<file path="config.mk">
export PLATFORM = sky130hd
export DESIGN_NAME = cos_horner_unit
export DESIGN_NICKNAME = d
export VERILOG_FILES = /design/src/rtl/cos_horner_unit.sv
export SDC_FILE = /design/constraint.sdc
export NUM_CORES = 1
export LEC_CHECK = 0
export BUFFER_PORTS_ARGS = -buffer_cell sky130_fd_sc_hd__buf_2
export CAP_MARGIN = 20
export CORE_AREA = 2 2 235 237
export DETAILED_ROUTE_END_ITERATION = 10
export DIE_AREA = 0 0 237 239
export GPL_TIMING_DRIVEN = 0
export PLACE_DENSITY = 0.59
export SLEW_MARGIN = 20
export SYNTH_ARGS = -nofsm -noshare
export SYNTH_HDL_FRONTEND = slang
export SYNTH_SLANG_ARGS = --single-unit
</file>
<file path="constraint.sdc">
create_clock -name clk -period 7.3 [get_ports clk]
set_input_delay 0.365 -clock clk [delete_from_list [all_inputs] [get_ports clk]]
set_output_delay 0.365 -clock clk [all_outputs]
set_load 0.05 [all_outputs]
</file>
<file path="src/rtl/cos_horner_unit.sv">
module cos_horner_unit #(
  parameter int DW      = 16,
  parameter int FRAC    = 14,
  parameter int MAC_CYC = 3
) (
  input  logic          clk,
  input  logic          rst_n,
  input  logic          start,
  input  logic [DW-1:0] angle,
  output logic          done,
  output logic [DW-1:0] cos_out
);
  localparam int PW    = 2 * DW;
  localparam int ITERS = 6;
  localparam int ONE   = 1 << FRAC;
  localparam int HALF  = 1 << (FRAC - 1);
  localparam int PHW   = (MAC_CYC > 1) ? $clog2(MAC_CYC) : 1;
  localparam int ITW   = $clog2(ITERS);

  localparam int K5 =  ((ONE + 239500800) / 479001600);
  localparam int K4 = -((ONE + 1814400) / 3628800);
  localparam int K3 =  ((ONE + 20160) / 40320);
  localparam int K2 = -((ONE + 360) / 720);
  localparam int K1 =  ((ONE + 12) / 24);
  localparam int K0 = -(ONE / 2);

  typedef enum logic [1:0] {IDLE, SQR, RUN} state_t;

  state_t               st;
  logic signed [DW-1:0] xr, x2, acc, scl, res;
  logic signed [PW-1:0] prod, sq;
  logic [PHW-1:0]       ph;
  logic [ITW-1:0]       it;
  logic                 done_q;

  function automatic logic signed [DW-1:0] coef(input logic [ITW-1:0] i);
    case (i)
      3'd0:    return DW'(K4);
      3'd1:    return DW'(K3);
      3'd2:    return DW'(K2);
      3'd3:    return DW'(K1);
      3'd4:    return DW'(K0);
      default: return DW'(ONE);
    endcase
  endfunction

  function automatic logic signed [DW-1:0] rnd(input logic signed [PW-1:0] p);
    logic signed [PW-1:0] t;
    t = p + PW'(HALF);
    return t[FRAC +: DW];
  endfunction

  assign sq      = xr * xr;
  assign done    = done_q;
  assign cos_out = res;

  always_ff @(posedge clk) begin
    if (!rst_n) begin
      st     <= IDLE;
      done_q <= 1'b0;
      res    <= '0;
      xr     <= '0;
      x2     <= '0;
      acc    <= '0;
      scl    <= '0;
      prod   <= '0;
      ph     <= '0;
      it     <= '0;
    end else begin
      done_q <= 1'b0;
      case (st)
        IDLE: if (start) begin
          xr <= angle;
          st <= SQR;
        end
        SQR: begin
          x2  <= rnd(sq);
          acc <= DW'(K5);
          ph  <= '0;
          it  <= '0;
          st  <= RUN;
        end
        default: begin
          if (ph == PHW'(0)) prod <= acc * x2;
          if (ph == PHW'(1)) scl  <= rnd(prod);
          if (ph == PHW'(MAC_CYC - 1)) begin
            acc <= scl + coef(it);
            ph  <= '0;
            if (it == ITW'(ITERS - 1)) begin
              res    <= scl + coef(it);
              done_q <= 1'b1;
              st     <= IDLE;
            end else begin
              it <= it + 1'b1;
            end
          end else begin
            ph <= ph + 1'b1;
          end
        end
      endcase
    end
  end
endmodule


</file>
Word level (Yosys, flattened, before mapping):

Cells that the tools add are included.

* register bits after elaboration: 118
* logic and storage cells: 68
* output and inout bits: 17
* bits of input ports: 19

* add/subtract/negate cells: 6
* bitwise operators: 4
* reduce and logical (&&, ||, !) cells: 16
* multiplexer cells: 20
* multiply operators: 2
* eq/ne operators: 10

Operators with widths (number)
* 16-bit 2-to-1 mux: 8
* 16-bit one-hot mux with 4 select lines: 1
* 30-bit by 15-bit adder with 30-bit output (second input constant): 2
* 16-bit by 16-bit multiplier with 30-bit output: 2
* 16-bit adder: 2
* 16-bit one-hot mux with 2 select lines: 1
* 3-bit AND reduction: 3
* 2-bit 2-to-1 mux: 4
* 2-bit one-hot mux with 2 select lines: 2
* 2-bit AND reduction: 4
* 3-bit by 2-bit == test with 1-bit output (second input constant): 2
* 3-bit == test (second input constant): 2
* 3-bit 2-to-1 mux: 2
* 3-bit one-hot mux with 2 select lines: 1
* 3-bit nonzero test: 2
* 2-bit by 1-bit == test with 1-bit output (second input constant): 2
* 2-bit zero test: 2
* 1-bit inverter: 4
* 2-bit OR reduction: 2
* 4-bit OR reduction: 1
* 3-bit by 1-bit adder with 3-bit output (second input constant): 1
* 3-bit by 1-bit == test with 1-bit output (second input constant): 1
* 3-bit zero test: 1
* 2-bit by 1-bit adder with 2-bit output (second input constant): 1
* other kinds (5): 5

Longest topological paths before layout:

Gate-level depths: netlist of run 1.

* depth after elaboration: 9
* gate-level depth with buffers: 24
* mapped depth without buffers: 23

Worst setup path before layout of run 1:

Ideal clock, no wire load.

* path type: flip-flop to flip-flop
* from: register x2[1]
* to: register prod[26]
* arrival time: 5.835 ns
* path buffers: 1
* setup slack: 1.350 ns
* period minus slack after synthesis: 5.950 ns
* cell stages (with the launch flop): 21
* required time: 7.185 ns
* setup time: 0.115 ns
* cell sequence: dfxtp_1 clkbuf_1 nand2_1 inv_1 fa_1 inv_1 fa_1 inv_1 fa_1 fa_1 fa_1 fa_1 ha_1 o211ai_1 a21oi_1 a211oi_1 o21ai_0 a211o_1 xnor2_1 o21ai_1 and2_1

* longest elaborated chain between the ends: 1

Ends and longest elaborated chain
* start: declaration: line 30 `logic signed [DW-1:0] xr, x2, acc, scl, res;`
* start signal: assignment: line 77 `x2 <= rnd(sq);`
* 16-bit by 16-bit multiplier with 30-bit output: line 84 `if (ph == PHW'(0)) prod <= acc * x2;`
* end signal: assignment: line 84
* end: declaration: line 31 `logic signed [PW-1:0] prod, sq;`

No other way between the ends.
A chain may end at the register's enable or synchronous reset.

Worst setup path in the final report of run 1:

* from: register x2[7]
* to: register prod[29]

Same word-level chain as after synthesis.

==> metrics.md, run 1 <==
| Metric | Value |
|---|---|
| Core area | `between 0.05 and 0.06 mm2` |
| Arr. time, crit path | `between 7 and 8 ns` |
| Drt drc | `0` |
| VDD IR-drop max | `0.139 mV` |
| Mean cell area of the mapped netlist | `8.97 um2` |
| Total Die Area | `approximately 0.057 mm2` |
| Maximum clock path buffer count | `2` |
| Post-Route Utilization | `between 40% and 50%` |
| Fmax | `approximately 140 MHz` |
| Leakage power | `11.8 nW` |
| Die X | `about 240 um` |
| Synth area leaders | `fa_1, inv_1, ha_1` |
| Number of I/O pins | `36` |
| Share of the synthesized area in the top cell type | `around 43%` |
| Post-DRT Antenna Nets | `0` |
| Wire length of the first global-routing pass | `approximately 94000 um` |
| IO buf count | `34` |
| Share of layout cells above drive strength 1 | `just under 3%` |
| Clk network pwr share | `a little under 30%` |
| Mapped Area | `approximately 0.022 mm2` |
| Nets | `3159` |
| Critical Path Start Type | `flop` |
| Post-CTS setup buffers | `0` |
| Final wirelength | `56200 um` |
| Syn-to-layout area delta | `6.32%` |
| Initial core utilization | `~40%` |
| GP Congestion | `0.893` |
| Distinct cells, synth | `68` |
| Clk root buf | `clkbuf_16` |
| Total gr overflow | `0` |
| Ys async rst share | `0%` |
| Power Dens Cells | `between 80 and 90 mW/mm2` |
| Vias per cell | `5.02` |
| Sequential area share after synthesis | `9.57%` |
| Outcome | `completed` |
| Detailed Route Iter0 Violations | `914` |
| Initial antenna violation count | `1` |
| Clock transition at the registers of the reported paths | `0.08 ns` |
| Hold Fails Final Rpt | `0` |
| Synth Instances | `around 2.4k` |
| Crit path max fanout | `10` |
| TNS Setup | `0 ns` |
| Clk sink count | `105` |
| Hold_buf cts | `0` |
| Worst Path Required | `7.57 ns` |
| Syn_nets | `3115` |
| Comb power frac | `a little over a third` |
| Worst hold path class | `input pin to flop` |
| Ys flop type | `dfxtp_1` |
| Tmin final | `6.95 ns` |
| N_diodes | `0` |
| Commonest cells after routing, fill and taps aside | `inv_1, fa_1, nand2_1` |
| Routed len/inst | `17.5 um` |
| Leading area contributor after synthesis | `fa_1` |
| Yosys warning total | `0` |
| Final setup violation count | `0` |
| Switch Pwr | `approximately 0.74 mW` |
| DP Wirelength | `47800 um` |
| GRT Total Usage | `roughly a fifth` |
| Commonest non-fill, non-tap cell in the layout | `inv_1` |
| Number of synthesized register bits | `around 110` |
| Num CTS Buffers | `9` |
| Slew margin rel. | `between 30% and 40%` |
| Worst skew pair latency | `around 0.39 ns` |
| Seq pwr share | `33.6%` |
| Largest net degree at the start of global routing | `22` |
| Critical path capture point type | `flop` |
| Vias in the first global route | `approximately 18k` |
| CTS tree | `done` |
| Power consumption | `1.87 mW` |
| Initial DRT Pass Iterations | `5` |
| Period utilization | `between 90 and 100%` |
| Vias | `16.1k` |
| Sw frac | `~40%` |
| Max-slew violations | `0` |
| Cell row count | `between 80 and 90` |
| RSZ-0062 raised after global routing | `false` |
| Slew @ Worst Pin | `0.922 ns` |
| Fin Clk Skew | `0.00841 ns` |
| Internal | `between 1 and 1.5 mW` |
| MaxCap Viol Count | `0` |
| Die height | `about 240 um` |
| Crit Path Class | `flop to flop` |
| H-tree Lvls | `3` |
| Post-synth EDFFs | `0` |
==> worst max-delay path, stage by stage, from the launching register on <==
cell and delay, ns:
dfxtp_1 0.31, clkbuf_1 0.56, clkbuf_1 0.46, nand2_1 0.16
fa_1 0.57, inv_1 0.05, fa_1 0.49, inv_1 0.06
fa_1 0.53, inv_1 0.05, fa_1 0.46, fa_1 0.51
inv_1 0.05, fa_1 0.48, inv_1 0.05, ha_1 0.40
and3_1 0.21, nand3_1 0.12, o21ai_4 0.44, a21oi_1 0.13
a21oi_1 0.33, nor4_1 0.10, o31a_1 0.30
==> power groups by stage <==
| stage | clock [mW] | combinational, mW | sequential, mW |
|---|---|---|---|
| 3_3_place_gp | 0 | 0.680 | 0.638 |
| 3_5_place_dp | 0 | 0.688 | 0.638 |
| 5_1_grt | 0.579 | 0.789 | 0.631 |
| 2_1_floorplan | 0 | 0.495 | 0.621 |
| 4_1_cts | 0.561 | 0.693 | 0.625 |
| 6_report | 0.557 | 0.684 | 0.629 |
==> repair_timing <==
| item | CTS | global route |
|---|---|---|
| setup endpoints to repair | 0 | 16 |
| gates resized for setup | 0 | 9 |
| endpoints found under the hold margin | 0 | 0 |
==> metrics by stage <==
step                      instances  hold WS (ns)  worst slack [ns]  cell area [um2]
after global routing           3202         0.254            0.0687            23400
after detailed placement       3187         0.444             0.110            23000
after CTS                      3203         0.224            0.0851            23300
after global placement         3187         0.443             0.111            23000
after floorplan                2449         0.451              1.35            22000
final                          3202         0.228             0.351            23400
==> registers in the layout (all words and copies together), names as in the netlist <==
| name | cells |
|---|---|
| prod | 17 |
| acc | 16 |
| cos_out | 16 |
| scl | 16 |
| x2 | 16 |
| xr | 16 |
| it | 3 |
| ph | 2 |
| st | 2 |
| done | 1 |
==> cells in the mapped netlist (all sizes together), types with 7 or more instances <==
cell type,n
clkbuf,88
a22o,8
a21oi,35
nor2b,7
fa,473
xor2,25
nand4,17
nand2,314
and2,169
o211ai,11
nand3,44
o21ai,57
xnor2,62
a21boi,34
nor2,70
ha,174
a21o,7
dfxtp,105
nor3,13
inv,619
nand2b,12
and3,15
o211a,16
==> cells by family (layout without fill, tap and decap cells) <==
| group | after synthesis | count (layout) | share of synthesized area [%] |
|---|---|---|---|
| XOR/XNOR | 87 | 87 | 3.47 |
| flip-flops | 105 | 105 | 9.57 |
| adder cells (fa/ha/maj) | 647 | 647 | 53.0 |
| multiplexers | 3 | 3 | 0.142 |
| buffers and inverters | 711 | 760 | 12.2 |
| AO/OA/AOI/OAI | 213 | 213 | 6.81 |
| AND/OR/NAND/NOR | 683 | 683 | 14.8 |
==> path summary, 6_finish.rpt <==
path | slack [ns] | depth (start not counted) | start | endpoint
setup / recovery | 0.35 | 22 | x2[7]$_SDFFE_PN0P_ | prod[29]$_SDFFE_PN0P_
hold / removal | 0.23 | 3 | angle[7] | xr[7]$_SDFFE_PN0P_
setup reg to reg | 0.35 | 22 | x2[7]$_SDFFE_PN0P_ | prod[29]$_SDFFE_PN0P_
hold reg to reg | 0.46 | 2 | cos_out[15]$_SDFFE_PN0P_ | cos_out[15]$_SDFFE_PN0P_
==> final cells by class <==
| class | count | area (um2) |
|---|---|---|
| clock buffer | 9 | 225 |
| tap | 704 | 881 |
| inverter | 621 | 2330 |
| fill | 5403 | 31000 |
| clock inverter | 7 | 97.6 |
| multi-input combinational | 1633 | 17200 |
| sequential | 105 | 2100 |
| buffer | 89 | 340 |
| timing repair buffer | 34 | 170 |
==> routing by layer <==
metal | global-route usage (%) | share of wire [%]
met5 | 0 | 0
met4 | 7.52 | 3.4
met1 | 27.8 | 43
met2 | 36.3 | 48
met3 | 2.56 | 5.0
Power figures use the tool's default switching activity.
==> run 2, diff against run 1 <==
--- a/config.mk
+++ b/config.mk
@@ -5,13 +5,14 @@
 export SDC_FILE = /design/constraint.sdc
 export NUM_CORES = 1
 export LEC_CHECK = 0
+export ABC_AREA = 1
 export BUFFER_PORTS_ARGS = -buffer_cell sky130_fd_sc_hd__buf_2
 export CAP_MARGIN = 20
-export CORE_AREA = 2 2 235 237
+export CORE_AREA = 2 2 246 248
 export DETAILED_ROUTE_END_ITERATION = 10
-export DIE_AREA = 0 0 237 239
+export DIE_AREA = 0 0 248 250
 export GPL_TIMING_DRIVEN = 0
-export PLACE_DENSITY = 0.59
+export PLACE_DENSITY = 0.58
 export SLEW_MARGIN = 20
 export SYNTH_ARGS = -nofsm -noshare
 export SYNTH_HDL_FRONTEND = slang
==> run 2 against run 1 <==
  * Clock power fell by 4.5%
  * Synthesized cell count rose by 31%
  * Routed wire length rose by 12%
  * Highest routed layer unchanged
  * Critical path type unchanged
  * Setup slack improved by 0.069 ns
  * Final area rose by 9.2%
  * Non-clock buffer count rose by 29
  * Core utilization fell by 0.16 points
  * Register-to-register slack improved by 0.07 ns
  * Total power rose by 73%
  * Sequential share of layout area fell by 0.76 points
  * Clock skew rose by 0.0056 ns
==> metrics.md, run 2 <==
| Metric | Value |
|---|---|
| Vias | `approximately 19k` |
| Synth Instances | `around 3.2k` |
| Share of layout cells above drive strength 1 | `3.34%` |
| Place WS | `0.318 ns` |
| Yosys warning total | `0` |
| Hold Crit Depth | `3` |
| Syn_nets | `a little under 4k` |
| Period utilization | `a little over nine tenths` |
| Crit path max fanout | `10` |
| Post-CTS setup buffers | `0` |
| Top-count cell post-synth | `inv_1` |
| Leakage power | `~15 nW` |
| Worst Path Required | `about 7.6 ns` |
| Ys flop type | `dfxtp_1` |
| Post-Layout Cell Count | `4047` |
| Num CTS Buffers | `9` |
| Slew @ Worst Pin | `between 0.8 and 0.9 ns` |
| Worst skew pair latency | `~0.38 ns` |
| VDD IR-drop max | `approximately 0.17 mV` |
| R2R cell count | `20` |
| Critical Path Start Type | `flop` |
| Clock transition at the registers of the reported paths | `~0.090 ns` |
| Final setup violation count | `0` |
| Slew margin rel. | `42.8%` |
| Hold Fails Final Rpt | `0` |
| Routed len/inst | `roughly 16 um` |
| Fmax | `145 MHz` |
| Hold_buf cts | `0` |
| Leading area contributor after synthesis | `fa_1` |
| Post-synth EDFFs | `0` |
| Design area | `between 0.02 and 0.03 mm2` |
| Die height | `250 um` |
| Commonest cells after routing, fill and taps aside | `inv_1, nand2_1, fa_1` |
| RSZ-0062 raised after global routing | `false` |
| Max FFs per register | `17` |
| Syn-to-layout area delta | `6.11%` |
| DP Wirelength | `53800 um` |
| Fin Clk Skew | `~0.014 ns` |
| Final wirelength | `around 63000 um` |
| Initial core utilization | `40.3%` |
| Outcome | `completed` |
| Total gr overflow | `0` |
| WL met3 | `~3400 um` |
| Total Die Area | `around 0.062 mm2` |
| Most frequent cells after synthesis | `inv_1, nand2_1, fa_1` |
| Mean cell area of the mapped netlist | `7.48 um2` |
| Largest net degree at the start of global routing | `23` |
| DRT met1 WL | `29500 um` |
| Vias in the first global route | `just under 20k` |
| Cell row count | `90` |
| IO buf count | `35` |
| Placed cell count | `roughly 4.0k` |
| Sequential area share after synthesis | `roughly 9%` |
| Detailed Route Iter0 Violations | `about 1.3k` |
| Top Metal Used | `met4` |
| Worst hold path class | `input pin to flop` |
| Ys async rst share | `0%` |
| Core area | `~0.060 mm2` |
| Tmin final | `6.88 ns` |
| Commonest non-fill, non-tap cell in the layout | `inv_1` |
| Vias per cell | `4.76` |
| Die X | `248 um` |
| Nets | `3926` |
| GP Congestion | `slightly above 0.9` |
| MaxCap Viol Count | `0` |
| Max-slew violations | `0` |
| Wire length of the first global-routing pass | `between 100000 and 150000 um` |
| Power consumption | `between 3 and 4 mW` |
| Post-route setup slack | `about 0.42 ns` |
| Biggest register | `prod` |
| Number of synthesized register bits | `105` |
| CTS tree | `done` |
| Power Dens Cells | `~130 mW/mm2` |
| Distinct cells, synth | `45` |
| Number of I/O pins | `36` |
| Initial DRT Pass Iterations | `7` |
| Cts repair resizes | `0` |
| Maximum clock path buffer count | `2` |
| Critical path capture point type | `flop` |
| Clk sink count | `105` |
| Arr. time, crit path | `7.16 ns` |
| Hold WS | `about 0.24 ns` |
| Synth area leaders | `fa_1, inv_1, nand2_1` |
| Mapped Area | `about 0.024 mm2` |
| GRT Total Usage | `between 20% and 30%` |
| TNS Setup | `0 ns` |
| Post-Route Utilization | `between 40 and 50%` |
| Routed length on met2 | `just under 30000 um` |
| N_diodes | `0` |
| Post-DRT Antenna Nets | `0` |
| Share of the synthesized area in the top cell type | `roughly two fifths` |
| Placed cell area | `~0.025 mm2` |
| Initial antenna violation count | `0` |
| Drt drc | `0` |
| H-tree Lvls | `3` |
| Clk root buf | `clkbuf_16` |
| Crit Path Class | `flop to flop` |
==> run 2: worst paths after layout <==
| check | endpoint | from | slack (ns) |
|---|---|---|---|
| max | prod[28]$_SDFFE_PN0P_ | acc[15]$_SDFFE_PN0P_ | 0.42 |
| min | xr[6]$_SDFFE_PN0P_ | angle[6] | 0.24 |
| max reg2reg | prod[28]$_SDFFE_PN0P_ | acc[15]$_SDFFE_PN0P_ | 0.42 |
| min reg2reg | cos_out[15]$_SDFFE_PN0P_ | cos_out[15]$_SDFFE_PN0P_ | 0.45 |
==> run 2: cells by family (layout without fill, tap and decap cells) <==
logic type | count (synthesis) | count (layout) | synth area share [%]
flip-flops | 105 | 105 | 8.75
AND/OR/NAND/NOR | 1087 | 1087 | 18.4
AO/OA/AOI/OAI | 274 | 274 | 6.25
adder cells (fa/ha/maj) | 647 | 647 | 48.5
buffers and inverters | 1063 | 1114 | 16.7
XOR/XNOR | 38 | 38 | 1.38
==> run 2: area by class of cell <==
| class | instances | area (um2) |
|---|---|---|
| Sequential cell | 105 | 2100 |
| Inverter | 946 | 3550 |
| Multi-Input combinational cell | 2046 | 17900 |
| Tap cell | 782 | 978 |
| Clock buffer | 9 | 225 |
| Timing Repair Buffer | 35 | 175 |
| Clock inverter | 7 | 86.3 |
| Fill cell | 6162 | 34100 |
| Buffer | 117 | 472 |
==> run 2: layer usage <==
layer	vias to the layer above	global-route usage [%]
met5	-	0
met4	0	4.26
met3	62	2.79
met2	468	34.4
met1	9375	31.3
li1	9363	-
==> run 2: where the power goes <==
part / total [mW] / internal [mW] / switching (mW)
combinational: 2.07 / 0.698 / 1.37
sequential: 0.625 / 0.605 / 0.0203
clock: 0.532 / 0.249 / 0.284
total: 3.23 / 1.55 / 1.68
==> run 2: critical path, cell delays in order, from the launching register on <==
cell      delay (ns)
dfxtp_1         0.31
clkbuf_1        0.46
clkbuf_1        0.55
nand2_1         0.20
inv_1           0.17
fa_1            0.35
inv_1           0.15
fa_1            0.81
inv_1           0.22
fa_1            0.50
fa_1            0.57
fa_1            0.43
fa_1            0.44
ha_1            0.45
nand4_1         0.25
nor4_1          0.38
o21ai_1         0.22
nand3_1         0.11
nand3_1         0.08
nand2_1         0.08
inv_1           0.04
==> run 3, diff against run 2 <==
--- a/config.mk
+++ b/config.mk
@@ -6,13 +6,14 @@
 export NUM_CORES = 1
 export LEC_CHECK = 0
 export ABC_AREA = 1
-export BUFFER_PORTS_ARGS = -buffer_cell sky130_fd_sc_hd__buf_2
+export BUFFER_PORTS_ARGS = -buffer_cell sky130_fd_sc_hd__clkbuf_2
 export CAP_MARGIN = 20
 export CORE_AREA = 2 2 246 248
 export DETAILED_ROUTE_END_ITERATION = 10
 export DIE_AREA = 0 0 248 250
 export GPL_TIMING_DRIVEN = 0
 export PLACE_DENSITY = 0.58
+export SKIP_LAST_GASP = 1
 export SLEW_MARGIN = 20
 export SYNTH_ARGS = -nofsm -noshare
 export SYNTH_HDL_FRONTEND = slang
==> run 3 against run 2 <==
  * Core utilization unchanged
  * Sequential share of layout area is the same
  * Final cell count stayed put
  * Global-route usage grew 0.17 points
  * Total power up 0.12%
  * Clock skew fell by 0.0033 ns
  * Combinational power is essentially flat
  * Maximum frequency down 0.34%
  * Clock power barely moved
==> metrics.md, run 3 (synthesized netlist as in run 2, its figures left out) <==
| Metric | Value |
|---|---|
| Outcome | `completed` |
| Power Dens Cells | `between 100 and 150 mW/mm2` |
| Syn-to-layout area delta | `6.11%` |
| Vias in the first global route | `19.8k` |
| Fin Clk Skew | `about 0.011 ns` |
| Die height | `around 250 um` |
| Total Die Area | `between 0.06 and 0.07 mm2` |
| IO buf count | `35` |
| Biggest register | `prod` |
| Slew @ Worst Pin | `0.869 ns` |
| VDD IR-drop max | `between 0.1 and 0.15 mV` |
| Final wirelength | `between 60000 and 70000 um` |
| Vias per cell | `about 4.8` |
| GRT Total Usage | `a little over a fifth` |
| DP Wirelength | `approximately 54000 um` |
| Slowest stage delay, CP | `0.66 ns` |
| Tmin final | `~7 ns` |
| Worst hold path class | `input pin to flop` |
| Clk root buf | `clkbuf_16` |
| Detailed Route Iter0 Violations | `between 1k and 1.5k` |
| Hold Fails Final Rpt | `0` |
| Post-DRT Antenna Nets | `0` |
| Fill count | `slightly above 6k` |
| Fmax | `between 100 and 150 MHz` |
| Max-slew violations | `0` |
| Crit path max fanout | `10` |
| Worst Path Buf+Inv | `8` |
| CTS tree | `done` |
| Clk sink count | `about 110` |
| Crit Path Class | `flop to flop` |
| Slew margin rel. | `a little over two fifths` |
| GP Congestion | `0.922` |
| Vias | `19.2k` |
| Drt drc | `0` |
| Initial core utilization | `between 40% and 50%` |
| Critical path capture point type | `flop` |
| Worst-path cell chain | `clkbuf_1 > clkbuf_2 > nand2_1 > fa_1 > inv_1 > fa_1 > inv_1 > fa_1 > inv_1 > fa_1 > inv_1 > fa_1 > fa_1 > inv_1 > ha_1 > a21oi_1 > a21boi_0 > nand2_1 > a21oi_1 > nand2_1 > nand3_1 > nand3_1 > nand2_1 > inv_1` |
| Cell row count | `90` |
| Total gr overflow | `0` |
| Power consumption | `between 3 and 4 mW` |
| Arr. time, crit path | `between 7 and 8 ns` |
| RSZ-0062 raised after global routing | `false` |
| Clock transition at the registers of the reported paths | `approximately 0.09 ns` |
| Number of I/O pins | `36` |
| Largest net degree at the start of global routing | `23` |
| Wire length of the first global-routing pass | `between 100000 and 150000 um` |
| H-tree Lvls | `3` |
| Routed len/inst | `15.6 um` |
| Leakage power | `about 15 nW` |
| N_diodes | `0` |
| Delay-heaviest family, CP | `adder cells` |
| Die X | `approximately 250 um` |
| Critical Path Start Type | `flop` |
| Core area | `roughly 0.060 mm2` |
| Initial DRT Pass Iterations | `6` |
| Commonest cells after routing, fill and taps aside | `inv_1, nand2_1, fa_1` |
| Max FFs per register | `17` |
| Maximum clock path buffer count | `2` |
| Placed cell count | `~4.0k` |
| Commonest non-fill, non-tap cell in the layout | `inv_1` |
| Worst Path Required | `7.58 ns` |
| TNS Setup | `0 ns` |
| MaxCap Viol Count | `0` |
| Num CTS Buffers | `9` |
| Period utilization | `between 90% and 100%` |
| Share of layout cells above drive strength 1 | `3.34%` |
| Initial antenna violation count | `0` |
| Post-Layout Cell Count | `just over 4k` |
| Worst skew pair latency | `roughly 0.37 ns` |
| Nets | `between 3k and 4k` |
| Final setup violation count | `0` |
| Slowest CP cell | `fa_1` |
run 3: changes by cell type in the layout (fill, tap and decap cells not counted), sizes merged:
cell and change:
clkbuf +36, buf -36
run 3: worst paths after layout:
| path | from | to | slack (ns) | cells after the start |
|---|---|---|---|---|
| max | xr[6]$_SDFFE_PN0P_ | x2[15]$_SDFFE_PN0P_ | 0.40 | 24 |
| min | angle[6] | xr[6]$_SDFFE_PN0P_ | 0.25 | 3 |
| min reg2reg | cos_out[12]$_SDFFE_PN0P_ | cos_out[12]$_SDFFE_PN0P_ | 0.47 | 2 |
| max reg2reg | xr[6]$_SDFFE_PN0P_ | x2[15]$_SDFFE_PN0P_ | 0.40 | 24 |
run 3: metrics by stage:
| stage | utilization (%) | worst slack [ns] | instance area [um2] | hold WS, ns |
|---|---|---|---|---|
| floorplan | - | 1.61 | 24000 | 0.450 |
| finish | 42.8 | 0.397 | 25500 | 0.250 |
| detailed placement | 42.3 | 0.264 | 25200 | 0.459 |
| global placement | 42.3 | 0.265 | 25200 | 0.450 |
| CTS | 42.8 | 0.235 | 25500 | 0.238 |
| global route | 42.8 | 0.0460 | 25500 | 0.292 |
run 3: worst min-delay path: cells and delay by family:
family	cells	cell delay (ns)
and+or+nand+nor	1	0.08
AOI/OAI and AO/OA	1	0.07
buffers and inverters	1	0.07
run 3: layout make-up:
| class | count | area, um2 | area share [%] |
|---|---|---|---|
| clock inverter | 7 | 86.3 | 0.339 |
| clock buffer | 9 | 225 | 0.883 |
| buffer | 117 | 472 | 1.85 |
| inverter | 946 | 3550 | 13.9 |
| timing repair buffer | 35 | 175 | 0.687 |
| tap | 782 | 978 | 3.84 |
| sequential | 105 | 2100 | 8.24 |
| multi-input combinational | 2046 | 17900 | 70.2 |
run 3: metal layers:
| layer | wire length [um] | share of wire (%) | track usage, % | vias to the layer above |
|---|---|---|---|---|
| met5 | 0 | 0 | 0 | - |
| met4 | 649 | 1.0 | 3.01 | 0 |
| met1 | 30200 | 48 | 32.0 | 9413 |
| met3 | 3140 | 5.0 | 2.27 | 33 |
| li1 | - | - | - | 9363 |
| met2 | 29300 | 46 | 35.1 | 434 |
run 3: report_power, final:
part	internal (mW)	switching (mW)	leakage, nW
logic	0.700	1.37	13.7
registers	0.605	0.0200	0.855
clock network	0.249	0.284	0.151
run 3: repair_timing:
item                                   4_1_cts  5_1_grt
setup endpoints to repair                    0        3
hold buffers                                 0        0
endpoints found under the hold margin        0        0
buffers inserted                             0        0
resized for setup                            0        5
